File: config.mk
export PLATFORM = sky130hd
export DESIGN_NAME = slr_port
export DESIGN_NICKNAME = d
export VERILOG_FILES = /design/src/rtl/slr_pkg.sv /design/src/rtl/slr_fifo.sv /design/src/rtl/slr_credit.sv /design/src/rtl/slr_sched.sv /design/src/rtl/slr_port.sv
export SDC_FILE = /design/constraint.sdc
export NUM_CORES = 1
export LEC_CHECK = 0
export BUFFER_PORTS_ARGS = -buffer_cell sky130_fd_sc_hd__buf_2
export CORE_MARGIN = 2
export CORE_UTILIZATION = 64
export DETAILED_ROUTE_END_ITERATION = 8
export PLACE_DENSITY = 0.84
export SLEW_MARGIN = 30
export SYNTH_ARGS = -nofsm -noshare
export SYNTH_HDL_FRONTEND = slang
export SYNTH_SLANG_ARGS = --single-unit
File: constraint.sdc
create_clock -name clk_i -period 6.35 [get_ports clk_i]
set_input_delay 1.27 -clock clk_i [delete_from_list [all_inputs] [get_ports clk_i]]
set_output_delay 1.27 -clock clk_i [all_outputs]
set_load 0.02 [all_outputs]
File: src/rtl/slr_pkg.sv
package slr_pkg;
  localparam int NUM_SL = 4;
  localparam int SL_W   = $clog2(NUM_SL);
  typedef logic [SL_W-1:0] sl_t;
endpackage

File: src/rtl/slr_fifo.sv
module slr_fifo #(
  parameter int DATA_W = 32,
  parameter int DEPTH  = 4
) (
  input  logic              clk_i,
  input  logic              rst_ni,
  input  logic              push_i,
  input  logic              head_i,
  input  logic              tail_i,
  input  logic [DATA_W-1:0] data_i,
  input  logic              pop_i,
  output logic              ready_o,
  output logic              valid_o,
  output logic              head_o,
  output logic              tail_o,
  output logic [DATA_W-1:0] data_o
);
  localparam int ENT_W = DATA_W + 2;
  localparam int PTR_W = (DEPTH > 1) ? $clog2(DEPTH) : 1;
  localparam int CNT_W = $clog2(DEPTH + 1);

  logic [ENT_W-1:0] mem_q [DEPTH];
  logic [PTR_W-1:0] wr_q, rd_q;
  logic [CNT_W-1:0] cnt_q;
  logic wr_en, rd_en;

  function automatic logic [PTR_W-1:0] nxt(input logic [PTR_W-1:0] p);
    return (p == PTR_W'(DEPTH - 1)) ? '0 : p + PTR_W'(1);
  endfunction

  assign ready_o = (cnt_q != CNT_W'(DEPTH));
  assign valid_o = (cnt_q != '0);
  assign wr_en   = push_i && ready_o;
  assign rd_en   = pop_i && valid_o;
  assign {head_o, tail_o, data_o} = mem_q[rd_q];

  always_ff @(posedge clk_i) begin
    if (wr_en) mem_q[wr_q] <= {head_i, tail_i, data_i};
  end

  always_ff @(posedge clk_i or negedge rst_ni) begin
    if (!rst_ni) begin
      wr_q  <= '0;
      rd_q  <= '0;
      cnt_q <= '0;
    end else begin
      if (wr_en) wr_q <= nxt(wr_q);
      if (rd_en) rd_q <= nxt(rd_q);
      case ({wr_en, rd_en})
        2'b10:   cnt_q <= cnt_q + CNT_W'(1);
        2'b01:   cnt_q <= cnt_q - CNT_W'(1);
        default: cnt_q <= cnt_q;
      endcase
    end
  end

  p_no_underflow_r6: assert property (@(posedge clk_i) disable iff (!rst_ni)
    pop_i |-> valid_o);
  p_no_overflow_r9: assert property (@(posedge clk_i) disable iff (!rst_ni)
    cnt_q <= CNT_W'(DEPTH));
  p_full_blocks_r9: assert property (@(posedge clk_i) disable iff (!rst_ni)
    (!ready_o && !rd_en) |=> !ready_o);
endmodule

File: src/rtl/slr_credit.sv
module slr_credit #(
  parameter int DEPTH = 4
) (
  input  logic clk_i,
  input  logic rst_ni,
  input  logic send_i,
  input  logic ret_i,
  output logic avail_o
);
  localparam int CW = $clog2(DEPTH + 1);

  logic [CW-1:0] cnt_q;

  assign avail_o = (cnt_q != '0);

  always_ff @(posedge clk_i or negedge rst_ni) begin
    if (!rst_ni) begin
      cnt_q <= CW'(DEPTH);
    end else begin
      case ({send_i, ret_i})
        2'b10:   cnt_q <= cnt_q - CW'(1);
        2'b01:   cnt_q <= cnt_q + CW'(1);
        default: cnt_q <= cnt_q;
      endcase
    end
  end

  p_send_needs_credit_r4: assert property (@(posedge clk_i) disable iff (!rst_ni)
    send_i |-> avail_o);
  p_credit_dec_r5: assert property (@(posedge clk_i) disable iff (!rst_ni)
    (send_i && !ret_i) |=> cnt_q == $past(cnt_q) - CW'(1));
  p_credit_hold_r5: assert property (@(posedge clk_i) disable iff (!rst_ni)
    (send_i && ret_i) |=> $stable(cnt_q));
  p_no_overflow_r5: assert property (@(posedge clk_i) disable iff (!rst_ni)
    cnt_q <= CW'(DEPTH));
endmodule

File: src/rtl/slr_sched.sv
module slr_sched
  import slr_pkg::*;
(
  input  logic [NUM_SL-1:0] elig_i,
  output logic [NUM_SL-1:0] grant_o,
  output sl_t               sel_o,
  output logic              any_o
);
  always_comb begin
    grant_o = '0;
    sel_o   = '0;
    for (int i = NUM_SL - 1; i >= 0; i--) begin
      if (elig_i[i]) begin
        grant_o = '0;
        grant_o[i] = 1'b1;
        sel_o = sl_t'(i);
      end
    end
  end

  assign any_o = |elig_i;

  always_comb begin
    a_one_grant_r7: assert ($onehot0(grant_o));
  end

  for (genvar g = 1; g < NUM_SL; g++) begin : g_prio
    always_comb begin
      if (grant_o[g]) a_prio_r2: assert (elig_i[g-1:0] == '0);
    end
  end
endmodule

File: src/rtl/slr_port.sv
module slr_port
  import slr_pkg::*;
#(
  parameter int DATA_W     = 32,
  parameter int BUF_DEPTH  = 4,
  parameter int CRED_DEPTH = 4
) (
  input  logic                     clk_i,
  input  logic                     rst_ni,
  input  logic [NUM_SL-1:0]        in_valid_i,
  input  logic [NUM_SL*DATA_W-1:0] in_data_i,
  input  logic [NUM_SL-1:0]        in_head_i,
  input  logic [NUM_SL-1:0]        in_tail_i,
  output logic [NUM_SL-1:0]        in_ready_o,
  input  logic [NUM_SL-1:0]        credit_i,
  output logic                     link_valid_o,
  output logic [DATA_W-1:0]        link_data_o,
  output logic [SL_W-1:0]          link_sl_o,
  output logic                     link_head_o,
  output logic                     link_tail_o
);
  logic [NUM_SL-1:0] q_valid, q_head, q_tail, cred_ok, elig, grant;
  logic [DATA_W-1:0] q_data [NUM_SL];
  sl_t               sel;
  logic              any;

  for (genvar g = 0; g < NUM_SL; g++) begin : g_sl
    slr_fifo #(.DATA_W(DATA_W), .DEPTH(BUF_DEPTH)) u_fifo (
      .clk_i   (clk_i),
      .rst_ni  (rst_ni),
      .push_i  (in_valid_i[g]),
      .head_i  (in_head_i[g]),
      .tail_i  (in_tail_i[g]),
      .data_i  (in_data_i[g*DATA_W +: DATA_W]),
      .pop_i   (grant[g]),
      .ready_o (in_ready_o[g]),
      .valid_o (q_valid[g]),
      .head_o  (q_head[g]),
      .tail_o  (q_tail[g]),
      .data_o  (q_data[g])
    );

    slr_credit #(.DEPTH(CRED_DEPTH)) u_cred (
      .clk_i   (clk_i),
      .rst_ni  (rst_ni),
      .send_i  (grant[g]),
      .ret_i   (credit_i[g]),
      .avail_o (cred_ok[g])
    );

    assign elig[g] = q_valid[g] && cred_ok[g];
  end

  slr_sched u_sched (
    .elig_i  (elig),
    .grant_o (grant),
    .sel_o   (sel),
    .any_o   (any)
  );

  assign link_valid_o = any;
  assign link_sl_o    = sel;
  assign link_data_o  = any ? q_data[sel] : '0;
  assign link_head_o  = any && q_head[sel];
  assign link_tail_o  = any && q_tail[sel];

  p_idle_low_r7: assert property (@(posedge clk_i) disable iff (!rst_ni)
    !(|(q_valid & cred_ok)) |-> !link_valid_o);
  p_tag_match_r8: assert property (@(posedge clk_i) disable iff (!rst_ni)
    link_valid_o |-> grant[link_sl_o]);
  p_resume_r3: assert property (@(posedge clk_i) disable iff (!rst_ni)
    (elig[NUM_SL-1] && !(|elig[NUM_SL-2:0])) |-> (link_valid_o && link_sl_o == sl_t'(NUM_SL-1)));
endmodule

* Yosys cells after proc, flatten, opt, wreduce, memory -nomap -nowiden *
Memory sizes are Yosys's and may differ from the RTL's.
Cells that the tools add are included.

cells by class
  add/sub/neg operators = 24
  magnitude comparators = 2
  equal/unequal tests = 28
  multiplexer cells = 40
  bitwise operators = 1
  reduce and logical (&&, ||, !) cells = 31

operators by type and width
  kind                                                        count
  2-to-1 mux 32 bit                                           3
  binary-select mux 32 bit (select 2 bit)                     1
  case mux 3 bit (2 select lines)                             8
  equality test 2 bit, second input constant                  16
  adder 3 x 1 -> 3 bit, second input constant                 8
  2-to-1 mux 2 bit                                            12
  nonzero test 3 bit                                          8
  subtractor 3 x 1 -> 3 bit, second input constant            8
  adder 2 x 1 -> 2 bit, second input constant                 8
  equality test 2 x 1 -> 1 bit, second input constant         8
  2-to-1 mux 4 bit                                            4
  nonzero test 2 bit                                          8
  logical AND 1 bit                                           14
  inequality test 3 bit, second input constant                4
  2-to-1 mux 1 bit                                            10
  binary-select mux 1 bit (select 2 bit)                      2
  OR reduction 4 bit                                          1
  >= comparator 3 bit, second input constant                  1
  less-than comparator 2 x 3 -> 1 bit, second input constant  1
  NOT 2 -> 3 bit                                              1

storage, ports and cells
  bits in registers = 40
  RAM bits = 544
  output and inout bits = 41
  word-level logic and storage cells = 146
  memories = 4

memories
  memory                words  width  rd ports  clocked after memory_dff  write ports  line            text
  g_sl[0].u_fifo.mem_q  4      34     1         0                         1            slr_fifo.sv:22  logic [ENT_W-1:0] mem_q [DEPTH];
  g_sl[1].u_fifo.mem_q  4      34     1         0                         1            slr_fifo.sv:22
  g_sl[2].u_fifo.mem_q  4      34     1         0                         1            slr_fifo.sv:22
  g_sl[3].u_fifo.mem_q  4      34     1         0                         1            slr_fifo.sv:22

* Logic depth before layout (Yosys ltp) *
Gate-level depths: netlist (run 1).

  word-level depth = 11
  mapped depth = 14
  depth with buffers taken out = 12

* By module *
Synthesis (run 1) repeated with hierarchy kept, for this count alone.

second synthesis, totals
  cell total of the unflattened synthesis = 1,057
  area, all modules = 23,277.3 µm²

by module, submodules not included
  module                         times used  cells each  area an instance (µm²)  sequential area each (µm²)
  slr_fifo (g_sl[1].u_fifo ...)  3           218         5,352.6                 4,259.1
  slr_fifo (g_sl[0].u_fifo)      1           218         5,445.2                 4,259.1
  slr_port                       1           123         1,059.8                 0.0
  slr_credit                     4           13          163.9                   76.3
  slr_sched                      1           10          58.8                    0.0

* Worst setup path before layout (run 1) *
OpenSTA, ideal clock, no wires.

  kind = reg2out
  start = register g_sl[2].u_cred.cnt_q[1]
  end = output port link_data_o[10]
  arrival = 1,875 ps
  data required time = 5,080 ps
  setup slack = 3,205 ps
  stages on the path, launching flop included = 7
  buffers on the path = 1
  path through = dfrtp_1 or3_1 a211oi_2 o21ai_4 buf_6 mux2i_1 a21oi_1

between the ends
  cells in the longest elaborated chain, start to end = 10
  elaborated cells between the ends (all ways) = 11
  those cells by class = mux: 7; bitwise: 1; reduce/logical: 3

RTL lines
  element                                               line              text
  start, declared                                       slr_credit.sv:12  logic [CW-1:0] cnt_q;
  start signal, assigned                                slr_credit.sv:18  cnt_q <= CW'(DEPTH);
  start signal, assigned                                slr_credit.sv:21  2'b10: cnt_q <= cnt_q - CW'(1);
  start signal, assigned                                slr_credit.sv:22  2'b01: cnt_q <= cnt_q + CW'(1);
  nonzero test 3 bit *                                  slr_credit.sv:14  assign avail_o = (cnt_q != '0);
  logical AND 1 bit *                                   slr_port.sv:51    assign elig[g] = q_valid[g] && cred_ok[g];
  2-to-1 mux 2 bit (3 in a row)                         slr_sched.sv:13   if (elig_i[i]) begin
  NOT 2 -> 3 bit (not written as such)                  slr_port.sv:63    assign link_data_o = any ? q_data[sel] : '0;
  binary-select mux 32 bit (select 2 bit)               slr_port.sv:63
  2-to-1 mux 32 bit (not written as such) (2 in a row)  slr_port.sv:63
  2-to-1 mux 32 bit *                                   slr_port.sv:63
  end, declared                                         slr_port.sv:17    output logic [DATA_W-1:0] link_data_o,

Every way passes the cells marked *; elsewhere a longest branch is shown, timed or not. The select of a mux whose other input is x is not followed.

* Worst setup path after layout (run 1) *
  start = register g_sl[3].u_fifo.cnt_q[1]
  end = output port link_data_o[28]

between the ends
  cells in the longest elaborated chain, start to end = 11
  elaborated cells between the ends (all ways) = 12
  those cells by class = mux: 8; bitwise: 1; reduce/logical: 3

RTL lines
  element                                               line             text
  start, declared                                       slr_fifo.sv:24   logic [CNT_W-1:0] cnt_q;
  start signal, assigned                                slr_fifo.sv:50   2'b10: cnt_q <= cnt_q + CNT_W'(1);
  start signal, assigned                                slr_fifo.sv:51   2'b01: cnt_q <= cnt_q - CNT_W'(1);
  start signal, assigned                                slr_fifo.sv:52   default: cnt_q <= cnt_q;
  nonzero test 3 bit *                                  slr_fifo.sv:32   assign valid_o = (cnt_q != '0);
  logical AND 1 bit *                                   slr_port.sv:51
  2-to-1 mux 2 bit (4 in a row)                         slr_sched.sv:13
  NOT 2 -> 3 bit (not written as such)                  slr_port.sv:63
  binary-select mux 32 bit (select 2 bit)               slr_port.sv:63
  2-to-1 mux 32 bit (not written as such) (2 in a row)  slr_port.sv:63
  2-to-1 mux 32 bit *                                   slr_port.sv:63

Marked as above.

==> metrics.yaml, run 1 <==
logic_synthesis:
  synth_fp_nets: 1252
  synth_edf_count: 544
  mappedNetlistArea_mm2: 0.0230
  syn_avg_cell_area_um2: 21.5
  synthCells: 1070
  synth_area_leaders: "edfxtp_1, mux4_2, dfrtp_1"
  synth_warnings: 0
  yosysSeqAreaShare_pct: 75.2
  ys_async_sr_fraction_pct: 6.85
  netlist.area_leader.share_pct: 70.9
  synth_cell_type_count: 42
  synth_top_cell_by_area: "edfxtp_1"
  ys_ff_latch: 584
  ys.flop_type: "edfxtp_1"
sta:
  hold_viol_final: 0
  period_share_pct: 75.5
  tightestPinTransition_ns: 0.838
  setup_violations: 0
  rsz0062_at_grt: "false"
  fin_skew_ns: 0.00966
  slew_headroom_pct: 44.1
  max_freq_ghz: 0.209
  tns_ns: 0
  slew_viol_final: 0
  min_period_ns: 4.80
clock_tree:
  cts.hold.buffers_added: 0
  clock_sinks: 584
  cts_buffers: 54
  postCtsSetupRepairBufs: 0
  clk_pin_slew_ns: 0.06
  htree_num_levels: 2
  clock_path_buffers: 3
  cts_resized: 0
  cts-root-buf: "clkbuf_16"
  cts_tree: "yes"
  worst_skew_pair.late_latency_ns: 0.57
placement:
  routabilityCongestion: 0.815
  port_buffers: 186
  hpwl_um: 31800
worst_setup_path:
  cp_max_fo: 33
  cp_cell_sequence: "nor3_1, a211oi_4, buf_4, o21ai_4, buf_4, mux2i_1, a21oi_1, buf_2"
  start_kind: "register"
  crit_required_ns: 5.08
  critPathCaptureType: "primary output"
  slowest_delay_ns: 0.58
  cpMaxStageDelayCell: "nor3_1"
  worstSetupPathType: "reg2out"
  cp.arrival_ns: 3.53
  cp_common_cell: "buf_4"
finish:
  final_cell_mix: "edfxtp_1, buf_2, mux4_2, clkbuf_16, a21oi_1"
  drive_above_1_share_pct: 35.0
  layout_commonest_cell: "edfxtp_1"
  fillCellCount: 1987
  final_nets: 1468
  multiInputGateArea_mm2: 0.00530
  seq_area_mm2: 0.0173
  area_delta_synth_final_pct: 13.7
global_route:
  grt_busiest_layer: "met2"
  use_met2_pct: 42.3
  grt_pass1_wl_um: 75000
  grt_pass1_vias: 11900
  grt_max_degree: 41
  globalRouteTotalUtil_pct: 27.1
  met3_usage_pct: 5.46
  antenna_found_initial: 20
  use_met1_pct: 39.5
  grt.overflow.total: 0
route:
  vias: 11600
  drt_iter0_markers: 1195
  viasPerCell: 6.43
  ant_nets: 0
  dr.pass1.iters: 7
  route.detailed.drc: 0
  finalWirelength_um: 50500
  post_drt_wl_per_cell_um: 28.0
run_status:
  status: "finished clean"
power_and_ir_drop:
  p_total_w: 0.0131
  p_leak_nw: 9.18
  powerDensity_mw_per_mm2: 499
  ir_drop_uv: 279
hold_path:
  holdCritPathClass: "reg2reg"
die:
  die_h_um: 194
  row_count: 69
  fp.dieW_um: 194
  start_util_pct: 65.0
  core_mm2: 0.0355
  pin_count: 187
  die-area_mm2: 0.0375
job:
  max_cap_violations: 0
## stage by stage
step	cells	instance area, um2	hold slack [ns]	utilization [%]	setup slack (ns)
after floorplan	1070	23000	0.464	-	3.20
after global placement	1691	24500	0.481	68.9	2.26
after detailed placement	1691	24500	0.492	68.9	2.24
after CTS	1789	26200	0.502	73.7	1.65
after global routing	1795	26200	0.530	73.8	1.47
final	1805	26200	0.496	73.9	1.55
## final cells by class
type / count / area share, %
Antenna cell: 16 / 0.153
Multi-Input combinational cell: 406 / 20.2
Inverter: 27 / 0.387
Clock inverter: 31 / 0.969
Tap cell: 461 / 2.20
Clock buffer: 67 / 5.54
Timing Repair Buffer: 213 / 4.33
Sequential cell: 584 / 66.2
## cells by family after synthesis
kind of cell             after synthesis  share of synthesized area [%]
flip-flops                           584                           75.2
buffers and inverters                 80                           1.80
AND/OR/NAND/NOR                       78                           1.68
multiplexers                         178                           15.2
AO/OA/AOI/OAI                         90                           2.96
adder cells (fa/ha/maj)               36                           2.21
XOR/XNOR                              24                          0.912
## power by group
part           internal, W  switching, W
Clock              0.00178       0.00133
Sequential         0.00513      0.000398
Combinational      0.00179       0.00266
## routing by layer
layer  part of all wire (%)  wire length (um)
met1                     39             19900
met2                     49             24800
met3                    8.6              4340
met4                    2.8              1400
met5                   0.15                74
## synth_stat cells (8+ instances only)
cell      instances
buf_2            19
edfxtp_1        544
ha_1             28
nand3_1          10
mux2_2           10
nor3_1           12
mux4_2          136
dfrtp_1          36
clkbuf_1         16
nor2_1           14
mux2i_1          28
and3_1           16
xor2_1           15
xnor2_1           9
buf_4            10
a221oi_1         25
a21oi_1          34
fa_1              8
nand2_1          18
inv_1            25
## flip-flops by register name, indices dropped and copies added (netlist names)
name / cells
g_sl.u_fifo.wr_q: 8
g_sl.u_fifo.cnt_q: 12
g_sl.u_fifo.mem_q: 544
g_sl.u_fifo.rd_q: 8
g_sl.u_cred.cnt_q: 12
## final timing paths
check                                                    start                                   to  slack [ns]  depth (start not counted)
hold / removal             g_sl[0].u_fifo.cnt_q[2]$_DFFE_PN0P_  g_sl[0].u_fifo.cnt_q[2]$_DFFE_PN0P_        0.50                          1
setup / recovery           g_sl[3].u_fifo.cnt_q[1]$_DFFE_PN0P_                      link_data_o[28]        1.55                          8
max in group asynchronous                               rst_ni   g_sl[0].u_fifo.rd_q[0]$_DFFE_PN0P_        5.21                          1
min in group asynchronous                               rst_ni  g_sl[2].u_cred.cnt_q[0]$_DFFE_PN0P_        0.68                          1
setup reg to reg           g_sl[0].u_cred.cnt_q[0]$_DFFE_PN0P_  g_sl[2].u_fifo.cnt_q[2]$_DFFE_PN0P_        3.13                         12
hold reg to reg            g_sl[0].u_fifo.cnt_q[2]$_DFFE_PN0P_  g_sl[0].u_fifo.cnt_q[2]$_DFFE_PN0P_        0.50                          1
## critical path: cells and delay by family (launching register included)
| family | cells | cell delay [ns] |
|---|---|---|
| flops | 1 | 0.44 |
| buf+inv | 3 | 1.02 |
| mux | 1 | 0.44 |
| simple gates | 1 | 0.58 |
| compound gates | 3 | 0.44 |
No activity file was read; power rests on OpenSTA's default activity.
==> run 2: changes to the inputs <==
--- a/config.mk
+++ b/config.mk
@@ -7,9 +7,9 @@
 export LEC_CHECK = 0
 export BUFFER_PORTS_ARGS = -buffer_cell sky130_fd_sc_hd__buf_2
 export CORE_MARGIN = 2
-export CORE_UTILIZATION = 64
+export CORE_UTILIZATION = 54
 export DETAILED_ROUTE_END_ITERATION = 8
-export PLACE_DENSITY = 0.84
+export PLACE_DENSITY = 0.76
 export SLEW_MARGIN = 30
 export SYNTH_ARGS = -nofsm -noshare
 export SYNTH_HDL_FRONTEND = slang
==> constraint.sdc (replaced) <==
create_clock -name clk_i -period 4.2 [get_ports clk_i]
set_input_delay 0.84 -clock clk_i [delete_from_list [all_inputs] [get_ports clk_i]]
set_output_delay 0.84 -clock clk_i [all_outputs]
set_load 0.02 [all_outputs]
==> metrics.yaml, run 2 (synthesized netlist as in run 1, its figures left out) <==
sta:
  tightestPinTransition_ns: 0.962  # was 0.838 ns
  period_share_pct: 96.1
  min_period_ns: 4.04
  slew_headroom_pct: 35.9  # was 44.1%
  tns_ns: 0  # unchanged
  rsz0062_at_grt: "false"  # unchanged
  max_freq_ghz: 0.248
  hold_viol_final: 0  # unchanged
  fin_skew_ns: 0.0135  # was 0.00966 ns
  setup_violations: 0  # unchanged
  slew_viol_final: 0  # unchanged
clock_tree:
  clock_path_buffers: 3  # unchanged
  cts.hold.buffers_added: 0  # unchanged
  htree_num_levels: 2  # unchanged
  cts_tree: "yes"  # unchanged
  clk_pin_slew_ns: 0.06  # about the same
  cts-root-buf: "clkbuf_16"  # unchanged
  worst_skew_pair.late_latency_ns: 0.59  # was 0.57 ns
  clock_sinks: 584  # unchanged
  cts_buffers: 55  # was 54
die:
  pin_count: 187  # unchanged
  die_h_um: 211  # was 194 um
  start_util_pct: 54.8  # was 65.0%
  row_count: 75  # was 69
  fp.dieW_um: 211  # was 194 um
  core_mm2: 0.0420  # was 0.0355 mm2
  die-area_mm2: 0.0443  # was 0.0375 mm2
worst_setup_path:
  rrSetupSlack_ns: 1.24  # was 3.13 ns
  r2r-end: "g_sl[3].u_fifo.cnt_q[1]$_DFFE_PN0P_"  # was g_sl[2].u_fifo.cnt_q[2]$_DFFE_PN0P_
  critPathCaptureType: "primary output"  # unchanged
  worstSetupPathType: "reg2out"  # unchanged
  r2r_start: "g_sl[2].u_cred.cnt_q[1]$_DFFE_PN0P_"  # was g_sl[0].u_cred.cnt_q[0]$_DFFE_PN0P_
  rr_worst_depth: 8  # was 12
  cp.arrival_ns: 3.20  # was 3.53 ns
  start_kind: "register"  # unchanged
  cp_max_fo: 14  # was 33
  cp_cell_sequence: "nor3_1, or2_1, nand2_1, buf_4, a221oi_1, a21oi_1, buf_2"  # was nor3_1, a211oi_4, buf_4, o21ai_4, buf_4, mux2i_1, a21oi_1, buf_2
  crit_required_ns: 3.36  # was 5.08 ns
  slowest_delay_ns: 0.50  # was 0.58 ns
  cpMaxStageDelayCell: "a221oi_1"  # was nor3_1
power_and_ir_drop:
  powerDensity_mw_per_mm2: 748  # was 499 mW/mm2
  p_leak_nw: 9.21  # was 9.18 nW
  p_total_w: 0.0198  # was 0.0131 W
  ir_drop_uv: 363  # was 279 uV
global_route:
  grt_pass1_vias: 11500  # was 11.9k
  globalRouteTotalUtil_pct: 22.1  # was 27.1%
  antenna_found_initial: 20  # unchanged
  grt_max_degree: 41  # unchanged
  grt_pass1_wl_um: 71500  # was 75,000 um
  grt.overflow.total: 0  # unchanged
finish:
  final_cell_mix: "edfxtp_1, buf_2, mux4_2, clkbuf_16, a21oi_1"  # unchanged
  multiInputGateArea_mm2: 0.00533  # was 0.00530 mm2
  layout_commonest_cell: "edfxtp_1"  # unchanged
  final_nets: 1470  # was 1,468
  drive_above_1_share_pct: 35.1  # was 35.0%
  area_delta_synth_final_pct: 14.7  # was 13.7%
  reg.largest.list: "g_sl.u_fifo.mem_q x544, g_sl.u_cred.cnt_q x12, g_sl.u_fifo.cnt_q x12"  # unchanged
  regMostFlops: "g_sl.u_fifo.mem_q"  # unchanged
  seq_area_mm2: 0.0173  # about the same
  largest_reg_flops: 544  # unchanged
  fillCellCount: 2890  # was 1,987
route:
  drt_iter0_markers: 789  # was 1,195
  finalWirelength_um: 48000  # was 50,500 um
  ant_nets: 0  # unchanged
  route.detailed.drc: 0  # unchanged
  vias: 11200  # was 11.6k
  post_drt_wl_per_cell_um: 25.6  # was 28.0 um
  dr.pass1.iters: 5  # was 7
  viasPerCell: 5.98  # was 6.43
hold_path:
  holdCritPathClass: "in2async"  # was reg2reg
placement:
  hpwl_um: 32300  # was 31,800 um
  routabilityCongestion: 0.828  # was 0.815
  port_buffers: 186  # unchanged
run_status:
  status: "finished clean"  # unchanged
job:
  max_cap_violations: 0  # unchanged
## run 2: how the worst max path moves through the flow
stage,start,endpoint,slack (ns),cells after the start
global route,g_sl[0].u_cred.cnt_q[0]$_DFFE_PN0P_,link_data_o[24],0.004,7
finish,g_sl[0].u_cred.cnt_q[0]$_DFFE_PN0P_,link_data_o[7],0.16,7
CTS,g_sl[2].u_fifo.rd_q[0]$_DFFE_PN0P_,link_data_o[7],0.12,5
floorplan,g_sl[2].u_cred.cnt_q[1]$_DFFE_PN0P_,link_data_o[10],1.48,6
detailed placement,g_sl[2].u_fifo.rd_q[0]$_DFFE_PN0P_,link_data_o[7],0.76,5
global placement,g_sl[2].u_fifo.rd_q[0]$_DFFE_PN0P_,link_data_o[7],0.78,5
## run 2: area by class of cell
cell class	instances	share of cell area [%]
flip-flops and latches	584	65.6
multi-input cells	406	20.2
clock buffers	81	6.08
repair buffers	214	4.61
well taps	539	2.55
clock inverters	20	0.502
inverters	27	0.383
diodes	7	0.0663
## run 2: metrics by stage
step	worst slack, ns	hold WS, ns	util, %	area [um2]	std cells
after floorplan	1.48	0.464	-	23000	1070
after global placement	0.784	0.479	58.6	24600	1769
after detailed placement	0.759	0.501	58.6	24600	1769
after CTS	0.116	0.241	62.7	26400	1870
after global routing	0.00378	0.270	62.8	26400	1874
final	0.164	0.257	62.9	26400	1878
## run 2: critical path: cells and delay by family, from the launching register on
kind            cells  cell delay, ns
buf+inv             2            0.56
compound gates      2            0.60
simple gates        3            1.03
flops               1            0.42
## run 2: where the power goes
| part | switching [W] | internal [W] | leakage [nW] |
|---|---|---|---|
| Combinational | 0.00381 | 0.00279 | 2.91 |
| Clock | 0.00201 | 0.00275 | 0.850 |
| Sequential | 0.000647 | 0.00776 | 5.45 |
## run 2: what timing repair did
item                       CTS  global route
gates resized for setup      0             2
setup endpoints to repair    0             2
setup buffers                0             0
## run 2: per-layer routing
metal	track usage (%)	vias up	part of all wire (%)
met3	5.72	97	7.7
li1	-	4867	-
met1	31.7	5843	42
met5	0	-	0.34
met2	34.1	394	48
met4	6.85	26	2.5
==> run 3: changes to the inputs <==
--- a/config.mk
+++ b/config.mk
@@ -13,4 +13,5 @@
 export SLEW_MARGIN = 30
 export SYNTH_ARGS = -nofsm -noshare
 export SYNTH_HDL_FRONTEND = slang
+export SYNTH_HIERARCHICAL = 1
 export SYNTH_SLANG_ARGS = --single-unit
==> metrics.yaml, run 3 <==
route:
  dr.pass1.iters: 5  # unchanged
  finalWirelength_um: 48900  # was 48,000 um
  vias: 11000  # was 11.2k
  drt_iter0_markers: 851  # was 789
  post_drt_wl_per_cell_um: 26.1  # was 25.6 um
  route.detailed.drc: 0  # unchanged
  ant_nets: 0  # unchanged
  viasPerCell: 5.85  # was 5.98
logic_synthesis:
  syn_avg_cell_area_um2: 22.0  # was 21.5 um2
  ys_ff_latch: 584  # unchanged
  yosysSeqAreaShare_pct: 74.5  # was 75.2%
  synthCells: 1057  # was 1,070
  mappedNetlistArea_mm2: 0.0233  # was 0.0230 mm2
  synth_edf_count: 544  # unchanged
  synth_warnings: 6  # was 0
  synth_cell_type_count: 38  # was 42
  synth_area_leaders: "edfxtp_1, mux4_2, dfrtp_1"  # unchanged
  synth_top_cell_by_area: "edfxtp_1"  # unchanged
  synth_fp_nets: 1239  # was 1,252
  ys.flop_type: "edfxtp_1"  # unchanged
  yosys-top-cells-count: "edfxtp_1, mux4_2, mux2i_1, dfrtp_1, inv_1"  # was edfxtp_1, mux4_2, dfrtp_1, a21oi_1
  yosysMostFrequentCell: "edfxtp_1"  # unchanged
  ys_async_sr_fraction_pct: 6.85  # unchanged
  netlist.area_leader.share_pct: 70.2  # was 70.9%
global_route:
  globalRouteTotalUtil_pct: 22.3  # was 22.1%
  grt_pass1_vias: 11400  # was 11.5k
  antenna_found_initial: 16  # was 20
  use_met1_pct: 29.3  # was 31.7%
  grt_pass1_wl_um: 71600  # was 71,500 um
  grt_busiest_layer: "met2"  # unchanged
  met3_usage_pct: 5.90  # was 5.72%
  grt_max_degree: 70  # was 41
  grt.overflow.total: 0  # unchanged
  use_met2_pct: 37.1  # was 34.1%
sta:
  rsz0062_at_grt: "false"  # unchanged
  slew_headroom_pct: 35.8  # was 35.9%
  max_freq_ghz: 0.243  # was 0.248 GHz
  hold_viol_final: 0  # unchanged
  period_share_pct: 98.0  # was 96.1%
  slew_viol_final: 0  # unchanged
  fin_skew_ns: 0.0121  # was 0.0135 ns
  tightestPinTransition_ns: 0.962  # about the same
  min_period_ns: 4.12  # was 4.04 ns
  worst_slack_ns: 0.0829  # was 0.164 ns
  setup_violations: 0  # unchanged
finish:
  reg.largest.list: "g_sl.u_fifo/mem_q x544, g_sl.u_cred/cnt_q x12, g_sl.u_fifo/cnt_q x12"  # was g_sl.u_fifo.mem_q x544, g_sl.u_cred.cnt_q x12, g_sl.u_fifo.cnt_q x12
  drive_above_1_share_pct: 34.5  # was 35.1%
  design_area_mm2: 0.0267  # was 0.0264 mm2
  layout_commonest_cell: "edfxtp_1"  # unchanged
  final_nets: 1456  # was 1,470
  area_delta_synth_final_pct: 14.8  # was 14.7%
  final_cell_mix: "edfxtp_1, buf_2, mux4_2, mux2i_1, clkbuf_16"  # was edfxtp_1, buf_2, mux4_2, clkbuf_16, a21oi_1
  regMostFlops: "g_sl.u_fifo/mem_q"  # was g_sl.u_fifo.mem_q
  post-route-util_pct: 62.5  # was 62.9%
  largest_reg_flops: 544  # unchanged
  fillCellCount: 2946  # was 2,890
hold_path:
  holdCritPathClass: "in2async"  # unchanged
power_and_ir_drop:
  ir_drop_uv: 1120  # was 363 uV
  p_switching_w: 0.00652  # was 0.00647 W
  p_total_w: 0.0200  # was 0.0198 W
  power_frac_clock_pct: 24.4  # was 24.1%
  comb_power_share_pct: 33.8  # was 33.4%
  powerDensity_mw_per_mm2: 749  # was 748 mW/mm2
  p_seq_share_pct: 41.8  # was 42.5%
  p_leak_nw: 9.16  # was 9.21 nW
  p_int_w: 0.0135  # was 0.0133 W
  swShare_pct: 32.6  # was 32.7%
die:
  core_mm2: 0.0428  # was 0.0420 mm2
  row_count: 76  # was 75
  die-area_mm2: 0.0448  # was 0.0443 mm2
  pin_count: 187  # unchanged
  fp.dieW_um: 212  # was 211 um
  start_util_pct: 54.4  # was 54.8%
  die_h_um: 212  # was 211 um
clock_tree:
  cts_tree: "yes"  # unchanged
  cts_buffers: 57  # was 55
  cts.hold.buffers_added: 0  # unchanged
  htree_num_levels: 2  # unchanged
  clk_pin_slew_ns: 0.06  # about the same
  cts-root-buf: "clkbuf_16"  # unchanged
  clock_sinks: 584  # unchanged
  clock_path_buffers: 3  # unchanged
  worst_skew_pair.late_latency_ns: 0.60  # was 0.59 ns
placement:
  dpl_worst_slack_ns: 0.601  # was 0.759 ns
  routabilityCongestion: 0.817  # was 0.828
  post_dp_cell_area_mm2: 0.0248  # was 0.0246 mm2
  hpwl_um: 31500  # was 32,300 um
  port_buffers: 186  # unchanged
job:
  max_cap_violations: 0  # unchanged
worst_setup_path:
  crit_required_ns: 3.36  # about the same
  rrSetupSlack_ns: 1.08  # was 1.24 ns
  start_kind: "register"  # unchanged
  critPathCaptureType: "primary output"  # unchanged
  worstSetupPathType: "reg2out"  # unchanged
  cp_max_fo: 34  # was 14
  cp.arrival_ns: 3.28  # was 3.20 ns
run_status:
  status: "finished clean"  # unchanged
-- run 3: changes by cell type after synthesis, moves of 12 or more --
cell      change
a21oi_1      -33
o22ai_1      +33
and3_2       +12
nand2_1      -13
mux4_2       -19
mux2i_1      +44
a221oi_1     -25
and3_1       -12
mux4_1       +19
-- run 3: power groups by stage --
stage / Sequential [W] / Clock [W] / Combinational (W)
floorplan: 0.00813 / 0 / 0.00480
global placement: 0.00843 / 0 / 0.00659
detailed placement: 0.00851 / 0 / 0.00669
CTS: 0.00840 / 0.00499 / 0.00676
global route: 0.00851 / 0.00521 / 0.00722
finish: 0.00836 / 0.00489 / 0.00677
-- run 3: per-stage QoR --
step	hold slack, ns	TNS (ns)	cells
2_1_floorplan	0.446	0	1057
3_3_place_gp	0.464	0	1756
3_5_place_dp	0.470	0	1758
4_1_cts	0.146	-0.177	1864
5_1_grt	0.175	0	1869
6_report	0.164	0	1876
-- run 3: cell families after synthesis --
| kind of cell | count (synthesis) | share of synthesized area (%) |
|---|---|---|
| fa+ha+maj | 36 | 2.19 |
| simple gates | 65 | 1.73 |
| compound gates | 35 | 0.935 |
| mux | 228 | 17.7 |
| xor+xnor | 24 | 0.903 |
| buf+inv | 85 | 2.09 |
| flops | 584 | 74.5 |
-- run 3: worst paths after layout --
kind	start	cells past startpoint	endpoint
setup / recovery	g_sl[1].u_fifo/cnt_q[0]$_DFFE_PN0P_	7	link_data_o[20]
setup reg to reg	g_sl[1].u_fifo/cnt_q[0]$_DFFE_PN0P_	11	g_sl[3].u_fifo/cnt_q[2]$_DFFE_PN0P_
hold / removal	rst_ni	1	g_sl[0].u_fifo/cnt_q[0]$_DFFE_PN0P_
hold reg to reg	g_sl[0].u_fifo/cnt_q[2]$_DFFE_PN0P_	1	g_sl[0].u_fifo/cnt_q[2]$_DFFE_PN0P_
min in group clk_i	in_head_i[1]	1	g_sl[1].u_fifo/mem_q[0][33]$_DFFE_PP_
max in group asynchronous	rst_ni	2	g_sl[1].u_cred/cnt_q[2]$_DFFE_PN1P_
-- run 3: per-layer routing --
metal / share of wire (%) / vias to the layer above / routed length, um
li1: - / 4818 / -
met4: 2.0 / 16 / 975
met2: 50 / 361 / 24500
met1: 40 / 5696 / 19700
met3: 7.2 / 81 / 3540
met5: 0.22 / - / 109
-- run 3: layout make-up --
class | instances | area (um2) | share of cell area (%)
antenna | 9 | 22.5 | 0.0843
clock buffer | 78 | 1580 | 5.90
clock inverter | 28 | 225 | 0.843
inverter | 36 | 135 | 0.506
multi-input combinational | 388 | 5530 | 20.7
sequential | 584 | 17300 | 64.9
tap | 546 | 683 | 2.56
timing repair buffer | 207 | 1210 | 4.54
-- run 3: worst max-delay path, cell delays in order, from the launching register on --
cell and delay, ns:
dfrtp_1 0.41, or3_2 0.51, and2_1 0.26, or4_1 0.59, nand2_1 0.09, buf_4 0.37
o22ai_1 0.22, buf_2 0.21
-- run 3: timing repair --
item / CTS / global route
setup buffers: 0 / 1
gates cloned: 0 / 2
setup endpoints to repair: 9 / 20
gates resized for setup: 4 / 11
pin swaps: 0 / 1
